`config.mk`:
```
export PLATFORM = sky130hd
export DESIGN_NAME = load_align_unit
export DESIGN_NICKNAME = d
export VERILOG_FILES = /design/src/rtl/lau_pkg.sv /design/src/rtl/lau_align_chk.sv /design/src/rtl/lau_seq.sv /design/src/rtl/lau_merge.sv /design/src/rtl/load_align_unit.sv
export SDC_FILE = /design/constraint.sdc
export NUM_CORES = 1
export LEC_CHECK = 0
export BUFFER_PORTS_ARGS = -buffer_cell sky130_fd_sc_hd__buf_2
export CAP_MARGIN = 10
export CORE_MARGIN = 2
export CORE_UTILIZATION = 35
export CTS_BUF_LIST = sky130_fd_sc_hd__clkbuf_16
export DETAILED_ROUTE_END_ITERATION = 10
export SLEW_MARGIN = 40
export SYNTH_ARGS = -nofsm -noshare
export SYNTH_HDL_FRONTEND = slang
export SYNTH_HIERARCHICAL = 1
export SYNTH_SLANG_ARGS = --single-unit
```
`constraint.sdc`:
```
create_clock -name clk -period 5 [get_ports clk]
set_input_delay 0.25 -clock clk [delete_from_list [all_inputs] [get_ports clk]]
set_output_delay 0.25 -clock clk [all_outputs]
set_load 0.1 [all_outputs]
```
`src/rtl/lau_pkg.sv`:
```
package lau_pkg;
  localparam int WORD_W     = 32;
  localparam int WORD_BYTES = WORD_W / 8;
  localparam int OFF_W      = $clog2(WORD_BYTES);
  localparam int CNT_W      = OFF_W + 1;

  typedef enum logic [1:0] {
    SZ_BYTE = 2'b00,
    SZ_HALF = 2'b01,
    SZ_WORD = 2'b10
  } size_e;

  typedef enum logic [1:0] {
    ST_IDLE,
    ST_ISSUE,
    ST_WAIT,
    ST_DONE
  } state_e;
endpackage

```
`src/rtl/lau_align_chk.sv`:
```
module lau_align_chk
  import lau_pkg::*;
(
  input  logic [OFF_W-1:0] offset,
  input  logic [1:0]       size,
  output logic [CNT_W-1:0] nbytes,
  output logic             mis
);
  always_comb begin
    case (size)
      SZ_BYTE: begin nbytes = CNT_W'(1); mis = 1'b0;            end
      SZ_HALF: begin nbytes = CNT_W'(2); mis = offset[0];       end
      default: begin nbytes = CNT_W'(4); mis = (offset != '0);  end
    endcase
  end
endmodule

```
`src/rtl/lau_seq.sv`:
```
module lau_seq
  import lau_pkg::*;
(
  input  logic clk,
  input  logic rst,
  input  logic req_valid,
  input  logic two_reads,
  input  logic mem_ready,
  input  logic mem_rvalid,
  output logic req_ready,
  output logic mem_req,
  output logic done,
  output logic phase,
  output logic cap0,
  output logic cap1
);
  state_e state_q, state_d;
  logic   phase_q, phase_d;

  always_comb begin
    state_d = state_q;
    phase_d = phase_q;
    case (state_q)
      ST_IDLE:  if (req_valid) begin state_d = ST_ISSUE; phase_d = 1'b0; end
      ST_ISSUE: if (mem_ready) state_d = ST_WAIT;
      ST_WAIT:  if (mem_rvalid) begin
                  if (!phase_q && two_reads) begin
                    state_d = ST_ISSUE;
                    phase_d = 1'b1;
                  end else begin
                    state_d = ST_DONE;
                  end
                end
      default:  state_d = ST_IDLE;
    endcase
  end

  always_ff @(posedge clk) begin
    if (rst) begin
      state_q <= ST_IDLE;
      phase_q <= 1'b0;
    end else begin
      state_q <= state_d;
      phase_q <= phase_d;
    end
  end

  assign req_ready = (state_q == ST_IDLE);
  assign mem_req   = (state_q == ST_ISSUE);
  assign done      = (state_q == ST_DONE);
  assign phase     = phase_q;
  assign cap0      = (state_q == ST_WAIT) && mem_rvalid && !phase_q;
  assign cap1      = (state_q == ST_WAIT) && mem_rvalid &&  phase_q;
endmodule

```
`src/rtl/lau_merge.sv`:
```
module lau_merge
  import lau_pkg::*;
(
  input  logic [WORD_W-1:0] word_lo,
  input  logic [WORD_W-1:0] word_hi,
  input  logic [OFF_W-1:0]  offset,
  input  logic [CNT_W-1:0]  nbytes,
  input  logic              big,
  output logic [WORD_W-1:0] res
);
  localparam int PAIR_W = 2 * WORD_W;
  localparam int IDX_W  = OFF_W + 1;

  logic [PAIR_W-1:0] pair;
  logic [7:0]        item_b [WORD_BYTES];

  assign pair = {word_hi, word_lo};

  for (genvar g = 0; g < WORD_BYTES; g++) begin : g_pick
    logic [IDX_W-1:0] idx;
    assign idx       = {1'b0, offset} + IDX_W'(g);
    assign item_b[g] = pair[{idx, 3'b000} +: 8];
  end

  always_comb begin
    res = '0;
    for (int k = 0; k < WORD_BYTES; k++) begin
      logic [OFF_W-1:0] sel;
      sel = big ? OFF_W'(nbytes - CNT_W'(1) - CNT_W'(k)) : OFF_W'(k);
      if (CNT_W'(k) < nbytes) res[8*k +: 8] = item_b[sel];
    end
  end
endmodule

```
`src/rtl/load_align_unit.sv`:
```
module load_align_unit
  import lau_pkg::*;
#(
  parameter int ADDR_W = 32
) (
  input  logic              clk,
  input  logic              rst,
  input  logic              req_valid,
  output logic              req_ready,
  input  logic [ADDR_W-1:0] req_addr,
  input  logic [1:0]        req_size,
  input  logic              req_big_endian,
  output logic              done,
  output logic [WORD_W-1:0] result,
  output logic              misaligned,
  output logic              mem_req,
  input  logic              mem_ready,
  output logic [ADDR_W-OFF_W-1:0] mem_addr,
  input  logic              mem_rvalid,
  input  logic [WORD_W-1:0] mem_rdata
);
  localparam int WADDR_W = ADDR_W - OFF_W;

  logic [WADDR_W-1:0] wbase_q;
  logic [OFF_W-1:0]   off_q;
  logic [CNT_W-1:0]   nbytes_q, nbytes_d;
  logic               big_q, mis_q, mis_d;
  logic [WORD_W-1:0]  w0_q, w1_q;
  logic               phase, cap0, cap1, fire;

  lau_align_chk u_chk (
    .offset (req_addr[OFF_W-1:0]),
    .size   (req_size),
    .nbytes (nbytes_d),
    .mis    (mis_d)
  );

  lau_seq u_seq (
    .clk        (clk),
    .rst        (rst),
    .req_valid  (req_valid),
    .two_reads  (mis_q),
    .mem_ready  (mem_ready),
    .mem_rvalid (mem_rvalid),
    .req_ready  (req_ready),
    .mem_req    (mem_req),
    .done       (done),
    .phase      (phase),
    .cap0       (cap0),
    .cap1       (cap1)
  );

  assign fire = req_valid && req_ready;

  always_ff @(posedge clk) begin
    if (rst) begin
      wbase_q  <= '0;
      off_q    <= '0;
      nbytes_q <= CNT_W'(1);
      big_q    <= 1'b0;
      mis_q    <= 1'b0;
    end else if (fire) begin
      wbase_q  <= req_addr[ADDR_W-1:OFF_W];
      off_q    <= req_addr[OFF_W-1:0];
      nbytes_q <= nbytes_d;
      big_q    <= req_big_endian;
      mis_q    <= mis_d;
    end
  end

  always_ff @(posedge clk) begin
    if (rst) begin
      w0_q <= '0;
      w1_q <= '0;
    end else begin
      if (cap0) w0_q <= mem_rdata;
      if (cap1) w1_q <= mem_rdata;
    end
  end

  assign mem_addr   = wbase_q + WADDR_W'(phase);
  assign misaligned = mis_q;

  lau_merge u_merge (
    .word_lo (w0_q),
    .word_hi (w1_q),
    .offset  (off_q),
    .nbytes  (nbytes_q),
    .big     (big_q),
    .res     (result)
  );
endmodule

```
After elaboration in Yosys (flattened, before gate mapping)
Index checks and enable logic that the tools add are counted.

Register bits: 104.

Multiplexer cells: 31. Magnitude comparators: 8. Bitwise operators: 4. Equal/unequal tests: 8. Reduce and logical (&&, ||, !) cells: 12. Add/subtract/negate cells: 8. Shifts and indexed selects: 4.

Operators with widths (count): $shiftx A64 B7 Y8 (3); $mux W8 (12); $bmux W8 S2 (4); $shiftx A64 B6 Y8 (1); $add A30 B1 Y30 (1); $mux W2 (8); $ge A3 B3 Y1 const B (4); $not A2 Y3 (4); $add A2 B2 Y3 const B (2); $lt A1 B3 Y1 const A (2); $lt A2 B3 Y1 const A (2); $pmux W2 S3 (1); $pmux W3 S2 (1); $logic_and A1 B1 Y1 (5); $eq A2 B1 Y1 const B (2); $eq A2 B2 Y1 const B (2); $logic_not A2 Y1 (2); $ne A2 B1 Y1 const B (2); $ne A2 B2 Y1 const B (2); $pmux W1 S2 (2); $reduce_and A4 Y1 (1); $reduce_bool A2 Y1 (2); $sub A2 B1 Y2 const B (2); $sub A2 B2 Y2 const B (2); 4 further kinds (6).

Depth between registers and ports, before layout
Gate-level depths: netlist of run 1.

Depth after elaboration: 8. Depth in mapped cells: 9. Depth with buffers taken out: 6.

By module
The synthesis of run 1 kept the hierarchy.

By module, submodules not included: load_align_unit (sequential area each 2021.9 µm², cells an instance 451, area an instance 4072.7 µm², instances 1); lau_merge (sequential area each 0.0 µm², cells an instance 268, area an instance 1806.7 µm², instances 1); lau_seq (sequential area each 60.1 µm², cells an instance 21, area an instance 187.7 µm², instances 1); lau_align_chk (sequential area each 0.0 µm², cells an instance 6, area an instance 32.5 µm², instances 1).

Least setup slack after synthesis of run 1
Ideal clock, no wire load.

Path type: reg-to-output. Start: reg nbytes_q[0]. End: out result[7]. Path slack: 1.087 ns. Arrival time: 3.663 ns. Cell stages (with the launch flop): 10. Cells stage by stage: dfxtp_1 buf_4 nor2b_4 buf_6 and2_1 buf_6 buf_6 a222oi_1 nor2_1 a211oi_1.

Longest elaborated chain between the ends: 7. Elaborated cells on any way between the ends: 8.

Ends and longest elaborated chain: start, declared (RTL line load_align_unit.sv:26) `logic [CNT_W-1:0] nbytes_q, nbytes_d;`; start signal, assigned (RTL line load_align_unit.sv:65) `nbytes_q <= nbytes_d;`; $sub A2 B1 Y2 (RTL line lau_merge.sv:29) `sel = big ? OFF_W'(nbytes - CNT_W'(1) - CNT_W'(k)) : OFF_W'(k);`; $mux W2 (RTL line lau_merge.sv:29); $not A2 Y3 (not written as such) (RTL line lau_merge.sv:30) `if (CNT_W'(k) < nbytes) res[8*k +: 8] = item_b[sel];`; $bmux W8 S2 (RTL line lau_merge.sv:30); $mux W8 (not written as such) (2 in a row) (RTL line lau_merge.sv:30); $mux W8 (*) (RTL line lau_merge.sv:30); end, declared (RTL line load_align_unit.sv:14) `output logic [WORD_W-1:0] result,`.

Every way passes the cells marked *; elsewhere a longest branch is shown, timed or not. The select of a mux whose other input is x is not followed.

Worst setup path in the final report of run 1
Same ends and word-level chain as after synthesis.

==> key figures, run 1 <==
Synthesis
  • Synth Net Count: 797
  • Synth warn: 6
  • Synthesized cell area: 5830 sq um
  • Mean Syn Cell Area: 8.07 sq um
  • Gate Count Post-Synth: 722

Worst setup path
  • Worst EP required: 4750 ps
  • CP max FO: 13
  • CP arrival: 3300 ps
  • CP Class: flip-flop to output port
  • Crit start category: flip-flop
  • R2R Setup Slk: 3300 ps
  • FF-to-FF path depth: 5
  • Worst setup EP type: output port

Route
  • DRT iter0 DRCs: 333
  • Post-Route WL: 16800 um
  • Antenna viol nets, final: 0
  • Detailed-route via count: 5472
  • Drt pass-1 iters: 6
  • Vias per Instance: 5.22
  • Drt drc: 0
  • Per-cell routed wire length: 16.0 um

Power and ir drop
  • Max VDD drop: 0.180 mV
  • Sequential share of power: 41.8%
  • Pwr/cell area: 291 nW/um^2
  • Clock power share: 33.3%
  • Total power: 2.00 mW
  • Internal power: 1.26 mW
  • Gate power share: 24.9%
  • Switching share of power: 36.9%
  • Pleak: 2.72 nW
  • P_sw: 0.738 mW

Timing
  • Max Fclk: 0.282 GHz
  • Worst clock skew: 8.78 ps
  • Fin. max-slew vios: 0
  • Hold violation count in the final report: 0
  • Setup_tns: 0 ps
  • Final critical-path share of the clock period: 70.9%
  • Slew Limit Headroom: 45.2%
  • Slew at the pin with the worst max-slew slack: 816 ps
  • RSZ-0062 raised after global routing: false
  • Final min period: 3550 ps
  • Finish-stage setup viols: 0

Clock network
  • CTS resizes: 0
  • Clock buffer depth: 2
  • CTS H-tree depth: 3
  • Number of post-CTS setup repair buffers: 0
  • CTS Buf Count: 9
  • Clock transition at path regs: 70 ps
  • Worst-Skew Late Latency: 360 ps
  • TritonCTS sink count: 96
  • Cts hold-fix bufs: 0
  • CTS tree: done
  • CTS Root Cell: clkbuf_16

Global route
  • GR Util met3: 3.37%
  • Total gr overflow: 0
  • First-pass GRT wire length: 25800 um
  • Grt met2 use: 29.0%
  • Vias in the first global route: 4780
  • Initial antenna violation count: 0
  • GRT busiest layer: met2
  • GRT Total Usage: 18.5%
  • Pin count of the biggest net entering global routing: 50
  • M1 GR Usage: 25.9%

Run status
  • Status: completed

Placement
  • Area after DPL: 6610 sq um
  • Port-buffer cells: 137
  • Post-DP HPWL: 12300 um
  • RePlAce Congestion: 0.936

Floorplan
  • Initial core utilization: 35.5%
  • Die area: 17700 sq um
  • Die width: 133 um
  • Core footprint: 16400 sq um
  • Die height: 133 um
  • Placement row count: 47
  • I/O pins: 138

Layout
  • Design area: 6890 sq um
  • P&R area growth vs syn: 18.2%
  • Post-layout net count: 898
  • Final core utilization: 42.0%
  • Diode count: 0
  • Share of cells above drive strength 1: 23.9%

Hold path
  • Hold path depth: 3
  • Hold crit path type: input pin to flip-flop

Flow run
  • Max Cap Viol: 0
==> worst max-delay path, stage by stage, from the launching register on <==
cell	delay [ps]
dfxtp_1	550
nand2b_1	590
xnor2_1	410
a222oi_1	650
nor2_1	80
a211oi_1	200
buf_2	450
==> flip-flops by register name, summed over array words and instances (netlist names) <==
register and count:
u_seq/phase 1, big_q 1, misaligned 1, u_seq/state_q 2, wbase_q 30, w0_q 32, off_q 2, w1_q 24
nbytes_q 3
==> power groups by stage <==
| stage | Clock [mW] | Combinational [mW] | Sequential (mW) |
|---|---|---|---|
| 2_1_floorplan | 0 | 0.408 | 0.835 |
| 3_3_place_gp | 0 | 0.497 | 0.853 |
| 3_5_place_dp | 0 | 0.498 | 0.853 |
| 4_1_cts | 0.688 | 0.499 | 0.836 |
| 5_1_grt | 0.720 | 0.527 | 0.841 |
| 6_report | 0.667 | 0.500 | 0.836 |
==> cell usage in the layout (no fill, tap or decap), types with 4 or more instances in the layout <==
cell type and instances:
a211oi_1 8, a21oi_1 60, a222oi_1 8, a22oi_1 9, and2_1 4, and3_1 4
and4_1 4, buf_2 136, buf_4 9, clkbuf_16 9, dfxtp_1 95, inv_1 13
mux2_2 24, mux2i_1 104, nand2_1 91, nand3_1 20, nand3b_1 5, nand4_1 10
nor2_1 107, nor3_1 16, nor3_2 5, o21ai_0 9, o21ai_1 7, o22ai_1 8
xnor2_1 25, xor2_1 5
==> stage by stage <==
| step | hold slack [ps] | std cells | setup slack [ps] |
|---|---|---|---|
| final | 120 | 1048 | 1450 |
| after global routing | 121 | 1048 | 1300 |
| after CTS | 112 | 1048 | 1540 |
| after detailed placement | 464 | 1032 | 1930 |
| after global placement | 461 | 1032 | 1950 |
| after floorplan | 336 | 722 | 1090 |
==> final cells by class <==
class | count | area [sq um]
clock buffer | 9 | 225
clock inverter | 7 | 62.6
fill | 1710 | 9510
inverter | 13 | 48.8
multi-input combinational | 558 | 3610
sequential | 96 | 1930
tap | 220 | 275
timing repair buffer | 145 | 748
==> layer usage <==
metal | up-vias | wire, um
li1 | 2720 | -
met2 | 178 | 7600
met4 | 0 | 281
met3 | 20 | 1050
met1 | 2554 | 7850
met5 | - | 0
==> path summary, 6_finish.rpt <==
path | from | to
setup / recovery | nbytes_q[0] | result[7]
hold / removal | req_addr[12] | wbase_q[10]
setup reg to reg | u_seq/state_q[1] | w0_q[8]
hold reg to reg | wbase_q[29] | wbase_q[29]
Power figures use the tool's default switching activity.
==> inputs of run 2 (changes only) <==
--- a/config.mk
+++ b/config.mk
@@ -5,6 +5,7 @@
 export SDC_FILE = /design/constraint.sdc
 export NUM_CORES = 1
 export LEC_CHECK = 0
+export ABC_AREA = 1
 export BUFFER_PORTS_ARGS = -buffer_cell sky130_fd_sc_hd__buf_2
 export CAP_MARGIN = 10
 export CORE_MARGIN = 2
==> constraint.sdc (replaced) <==
create_clock -name clk -period 3.5 [get_ports clk]
set_input_delay 0.175 -clock clk [delete_from_list [all_inputs] [get_ports clk]]
set_output_delay 0.175 -clock clk [all_outputs]
set_load 0.1 [all_outputs]
==> run 2 against run 1 <==
- power increased to 2.6 times the previous value
- area after synthesis grew 5.8%
- global-route usage up 3.1 points
- sequential power rose by 73%
- clock power is 53% higher
- synthesized cell count is 44% higher
- die area rose by 5.6%
- critical path depth increased by 2
- via count rose by 24%
- wire length is 18% higher
==> key figures, run 2 <==
Run status
  • Status: completed (unchanged)

Layout
  • Most common cell after layout, fill and taps aside: nor2_1 (was buf_2)
  • Commonest non-fill, non-tap cells in the layout: nor2_1 (269), nand2_1 (249), nand3_1 (171) (was buf_2 (136), nor2_1 (107), mux2i_1 (104))
  • Largest Register: w0_q (unchanged)
  • Post-layout net count: 1214 (was 898)
  • Biggest regs: w0_q x32, wbase_q x30, w1_q x24 (unchanged)
  • Filler cells: 1930 (was 1710)
  • Share of cells above drive strength 1: 17.2% (was 23.9%)
  • Reg area: 1920 sq um (was 1930 sq um)
  • Number of flip-flops in the largest register: 32 (unchanged)
  • P&R area growth vs syn: 17.3% (was 18.2%)
  • Multi-input logic area: 3810 sq um (was 3610 sq um)

Synthesis
  • Synth warn: 6 (unchanged)
  • Mean Syn Cell Area: 5.92 sq um (was 8.07 sq um)
  • Synth Net Count: 1117 (was 797)
  • Gate Count Post-Synth: 1042 (was 722)
  • Synthesized cell area: 6170 sq um (was 5830 sq um)

Global route
  • Vias in the first global route: 5954 (was 4780)
  • GRT Total Usage: 21.6% (was 18.5%)
  • First-pass GRT wire length: 31600 um (was 25800 um)
  • Initial antenna violation count: 1 (was 0)
  • Pin count of the biggest net entering global routing: 54 (was 50)
  • Total gr overflow: 0 (unchanged)

Power and ir drop
  • Max VDD drop: 0.402 mV (was 0.180 mV)
  • Pleak: 3.55 nW (was 2.72 nW)
  • Pwr/cell area: 725 nW/um^2 (was 291 nW/um^2)

Timing
  • Finish-stage setup viols: 0 (unchanged)
  • Max Fclk: 0.359 GHz
  • Fin. max-slew vios: 0 (unchanged)
  • RSZ-0062 raised after global routing: false (unchanged)
  • Hold violation count in the final report: 0 (unchanged)
  • Setup WS post-layout: 716 ps (was 1450 ps)
  • Final critical-path share of the clock period: 79.5%
  • Slew Limit Headroom: 46.2% (was 45.2%)
  • Worst clock skew: 11.2 ps (was 8.78 ps)
  • Setup_tns: 0 ps (unchanged)
  • Slew at the pin with the worst max-slew slack: 807 ps (was 816 ps)
  • Final min period: 2780 ps
  • Worst hold slack: 29.1 ps (was 120 ps)

Placement
  • RePlAce Congestion: 0.917 (was 0.936)
  • Port-buffer cells: 137 (unchanged)
  • Post-Place Setup Slack: 1150 ps (was 1930 ps)
  • Post-DP HPWL: 14700 um (was 12300 um)

Floorplan
  • Core footprint: 17200 sq um (was 16400 sq um)
  • Die width: 137 um (was 133 um)
  • Placement row count: 48 (was 47)
  • Initial core utilization: 35.8% (was 35.5%)
  • Die area: 18700 sq um (was 17700 sq um)
  • Die height: 137 um (was 133 um)
  • I/O pins: 138 (unchanged)

Route
  • Detailed-route via count: 6792 (was 5472)
  • Post-Route WL: 19800 um (was 16800 um)
  • Drt drc: 0 (unchanged)
  • Per-cell routed wire length: 14.5 um (was 16.0 um)
  • DRT iter0 DRCs: 600 (was 333)
  • Antenna viol nets, final: 0 (unchanged)
  • Drt pass-1 iters: 5 (was 6)
  • Vias per Instance: 4.96 (was 5.22)

Clock network
  • TritonCTS sink count: 96 (unchanged)
  • CTS H-tree depth: 3 (unchanged)
  • CTS tree: done (unchanged)
  • Cts hold-fix bufs: 0 (unchanged)
  • Clock buffer depth: 2 (unchanged)
  • CTS Buf Count: 9 (unchanged)
  • Clock transition at path regs: 70 ps (about the same)
  • Number of post-CTS setup repair buffers: 0 (unchanged)
  • CTS Root Cell: clkbuf_16 (unchanged)
  • CTS resizes: 0 (unchanged)
  • Worst-Skew Late Latency: 360 ps (about the same)

Worst setup path
  • Crit-path slowest cell: nand3_1 (was a222oi_1)
  • CP max FO: 20 (was 13)
  • Crit start category: flip-flop (unchanged)
  • CP Class: flip-flop to output port (unchanged)
  • CP top delay family: buffers and inverters (was compound AO/OA/AOI/OAI gates)
  • CP arrival: 2610 ps (was 3300 ps)
  • CP max stage delay: 550 ps (was 650 ps)
  • Worst path cell trace: inv_2 > nand2_1 > nand3_1 > buf_4 > nand3_1 > nand2_1 > nor2_1 > buf_2 (was nand2b_1 > xnor2_1 > a222oi_1 > nor2_1 > a211oi_1 > buf_2)
  • Worst setup EP type: output port (unchanged)
  • Worst EP required: 3320 ps (was 4750 ps)
  • WP buf/inv: 3 (was 1)

Flow run
  • Max Cap Viol: 0 (unchanged)

Hold path
  • Hold crit path type: input pin to flip-flop (unchanged)
## run 2: cell count changes in the layout (fill, tap and decap cells not counted), sizes merged, moves of 9 or more
cell	before	now
nor2	109	283
nand2	91	257
nand3	21	171
mux2i	104	0
o21ai	16	94
a21oi	61	11
inv	16	43
mux2	25	0
xnor2	25	5
nor3	21	2
nand4	10	0
a22oi	9	0
## run 2: cell type report
class,instances,area share (%)
clock buffer,9,3.11
multi-input combinational,846,52.7
timing repair buffer,146,10.4
sequential,96,26.6
inverter,40,2.08
antenna,1,0.0346
clock inverter,7,1.19
tap,225,3.89
## run 2: per-layer routing
metal	wire length, um	GRT usage (%)
met4	227	4.86
met3	1170	4.67
met5	0	0
met2	8210	30.6
met1	10200	32.9
## run 2: stage by stage
stage | cells | util (%) | cell area (sq um) | power, mW
after floorplan | 1042 | - | 6170 | 3.74
after global placement | 1353 | 40.2 | 6920 | 4.25
after detailed placement | 1353 | 40.2 | 6920 | 4.24
after CTS | 1369 | 42.0 | 7230 | 5.26
after global routing | 1370 | 42.0 | 7240 | 5.54
final | 1370 | 42.0 | 7240 | 5.25
## run 2: power by group
| group | total, mW | switching, mW | internal [mW] |
|---|---|---|---|
| sequential | 1.45 | 0.184 | 1.26 |
| clock | 1.02 | 0.506 | 0.512 |
| combinational | 2.78 | 2.25 | 0.538 |
| total | 5.25 | 2.94 | 2.31 |
## run 2: worst paths after layout
| kind | slack (ps) | startpoint | depth (start not counted) | endpoint |
|---|---|---|---|---|
| worst min-delay path | 30 | rst | 2 | u_seq/state_q[0] |
| worst max register to register | 1690 | u_seq/state_q[0] | 7 | w1_q[20] |
| worst max-delay path | 720 | nbytes_q[1] | 8 | result[20] |
| worst min register to register | 470 | wbase_q[29] | 2 | wbase_q[29] |
==> inputs of run 3 (changes only) <==
--- a/config.mk
+++ b/config.mk
@@ -5,7 +5,7 @@
 export SDC_FILE = /design/constraint.sdc
 export NUM_CORES = 1
 export LEC_CHECK = 0
-export ABC_AREA = 1
+export ABC_AREA = 0
 export BUFFER_PORTS_ARGS = -buffer_cell sky130_fd_sc_hd__buf_2
 export CAP_MARGIN = 10
 export CORE_MARGIN = 2
==> constraint.sdc (replaced) <==
create_clock -name clk -period 2.76 [get_ports clk]
set_input_delay 0.138 -clock clk [delete_from_list [all_inputs] [get_ports clk]]
set_output_delay 0.138 -clock clk [all_outputs]
set_load 0.1 [all_outputs]
==> run 3 against run 2 <==
- wire length decreased by 15%
- setup slack got worse by 560 ps
- final cell count decreased by 23%
- flip-flop and latch count unchanged
- global-route usage decreased by 2.8 points
- final area increased by 6.8%
- largest cell class unchanged
- largest power group is now sequential cells
==> key figures, run 3 (synthesis gave the netlist of run 1 again) <==
Route
  • Top Layer Used: met4 (unchanged)
  • DRT iter0 DRCs: 420 (was 600)
  • Per-cell routed wire length: 16.0 um (was 14.5 um)
  • Antenna viol nets, final: 0 (unchanged)
  • Vias per Instance: 5.18 (was 4.96)
  • Drt pass-1 iters: 6 (was 5)
  • DR WL met3: 1030 um (was 1170 um)
  • Drt drc: 0 (unchanged)
  • Detailed-route via count: 5446 (was 6792)
  • Post-Route WL: 16800 um (was 19800 um)
  • Met2 routed WL: 7910 um (was 8210 um)
  • M1 wire length: 7660 um (was 10200 um)

Timing
  • Setup_tns: 0 ps (unchanged)
  • Slew Limit Headroom: 46.3% (was 46.2%)
  • Fin. max-slew vios: 0 (unchanged)
  • Worst clock skew: 4.45 ps (was 11.2 ps)
  • Max Fclk: 0.383 GHz
  • RSZ-0062 raised after global routing: false (unchanged)
  • Hold violation count in the final report: 0 (unchanged)
  • Finish-stage setup viols: 0 (unchanged)
  • Final critical-path share of the clock period: 94.5%
  • Slew at the pin with the worst max-slew slack: 805 ps (was 807 ps)
  • Worst hold slack: 16.0 ps (was 29.1 ps)
  • Final min period: 2610 ps

Run status
  • Status: completed (unchanged)

Clock network
  • TritonCTS sink count: 96 (unchanged)
  • CTS Buf Count: 9 (unchanged)
  • Clock transition at path regs: 60 ps (was 70 ps)
  • Clock buffer depth: 2 (unchanged)
  • CTS tree: done (unchanged)
  • Cts hold-fix bufs: 0 (unchanged)
  • Worst-Skew Late Latency: 350 ps (was 360 ps)
  • CTS Root Cell: clkbuf_16 (unchanged)
  • CTS H-tree depth: 3 (unchanged)

Layout
  • Design area: 7730 sq um (was 7240 sq um)
  • Filler cells: 1623 (was 1930)
  • Commonest non-fill, non-tap cells in the layout: nor2_1 (106), mux2i_1 (104), buf_2 (96) (was nor2_1 (269), nand2_1 (249), nand3_1 (171))
  • Share of cells above drive strength 1: 29.6% (was 17.2%)
  • Reg area: 1930 sq um (was 1920 sq um)
  • Number of flip-flops in the largest register: 32 (unchanged)
  • P&R area growth vs syn: 32.6% (was 17.3%)
  • Multi-input logic area: 3910 sq um (was 3810 sq um)
  • Largest Register: w0_q (unchanged)
  • Most common cell after layout, fill and taps aside: nor2_1 (unchanged)
  • Post-route insts no fill: 1052 (was 1370)
  • Biggest regs: w0_q x32, wbase_q x30, w1_q x24 (unchanged)
  • Diode count: 0 (was 1)
  • Post-layout net count: 902 (was 1214)

Power and ir drop
  • Max VDD drop: 0.446 mV (was 0.402 mV)
  • Total power: 3.69 mW (was 5.25 mW)
  • Pwr/cell area: 477 nW/um^2 (was 725 nW/um^2)
  • Pleak: 3.02 nW (was 3.55 nW)

Floorplan
  • Core footprint: 16400 sq um (was 17200 sq um)
  • Placement row count: 47 (was 48)
  • I/O pins: 138 (unchanged)
  • Initial core utilization: 35.5% (was 35.8%)
  • Die height: 133 um (was 137 um)
  • Die width: 133 um (was 137 um)
  • Die area: 17700 sq um (was 18700 sq um)

Placement
  • RePlAce Congestion: 0.886 (was 0.917)
  • Post-DP HPWL: 12600 um (was 14700 um)
  • Port-buffer cells: 137 (unchanged)
  • Area after DPL: 7420 sq um (was 6920 sq um)
  • Dpl cells: 1035 (was 1353)

Worst setup path
  • CP Class: flip-flop to output port (unchanged)
  • CP arrival: 2470 ps (was 2610 ps)
  • CP max FO: 16 (was 20)
  • Worst EP required: 2620 ps (was 3320 ps)
  • Worst setup EP type: output port (unchanged)
  • Crit start category: flip-flop (unchanged)

Global route
  • Vias in the first global route: 5095 (was 5954)
  • Total gr overflow: 0 (unchanged)
  • First-pass GRT wire length: 26500 um (was 31600 um)
  • GRT Total Usage: 18.8% (was 21.6%)
  • Initial antenna violation count: 0 (was 1)
  • Pin count of the biggest net entering global routing: 57 (was 54)

Hold path
  • Hold crit path type: input pin to flip-flop (unchanged)

Flow run
  • Max Cap Viol: 0 (unchanged)
## run 3: cell type report
| class | count | share of cell area (%) |
|---|---|---|
| tap | 220 | 3.56 |
| clock buffer | 9 | 2.91 |
| inverter | 13 | 0.631 |
| sequential | 96 | 24.9 |
| clock inverter | 7 | 0.502 |
| timing repair buffer | 149 | 16.9 |
| multi-input combinational | 558 | 50.6 |
## run 3: final timing paths
kind,end,slack (ps),startpoint,cells after the start
setup reg to reg,w0_q[18],1060,u_seq/state_q[1],5
hold / removal,u_seq/phase,20,req_valid,2
setup / recovery,result[4],150,nbytes_q[0],6
hold reg to reg,wbase_q[0],480,wbase_q[0],2
## run 3: report_power, final
| group | switching [mW] | internal [mW] | total, mW |
|---|---|---|---|
| sequential | 0.0730 | 1.44 | 1.51 |
| combinational | 0.723 | 0.313 | 1.04 |
| clock | 0.538 | 0.603 | 1.14 |
| total | 1.33 | 2.35 | 3.69 |
## run 3: per-stage QoR
step / worst slack (ps) / utilization [%]
2_1_floorplan: -63.4 / -
3_3_place_gp: 517 / 45.2
3_5_place_dp: 439 / 45.3
4_1_cts: 45.4 / 46.9
5_1_grt: 3.46 / 47.1
6_report: 152 / 47.1
## run 3: repair_timing
action	CTS	global route
hold endpoints to repair	0	0
gates resized for setup	0	10
setup endpoints to repair	0	16
buffers inserted	0	1
## run 3: critical path, cell delays in order (launching register included)
cell and delay, ps:
dfxtp_2 450, nor2b_4 80, and2_1 320, a222oi_1 590, nor2_1 160, a211oi_4 300, buf_12 210
## run 3: metal layers
layer	GRT usage (%)	vias to the layer above
met2	30.8	170
li1	-	2726
met3	3.37	13
met5	0	-
met4	5.32	0
met1	25.4	2537
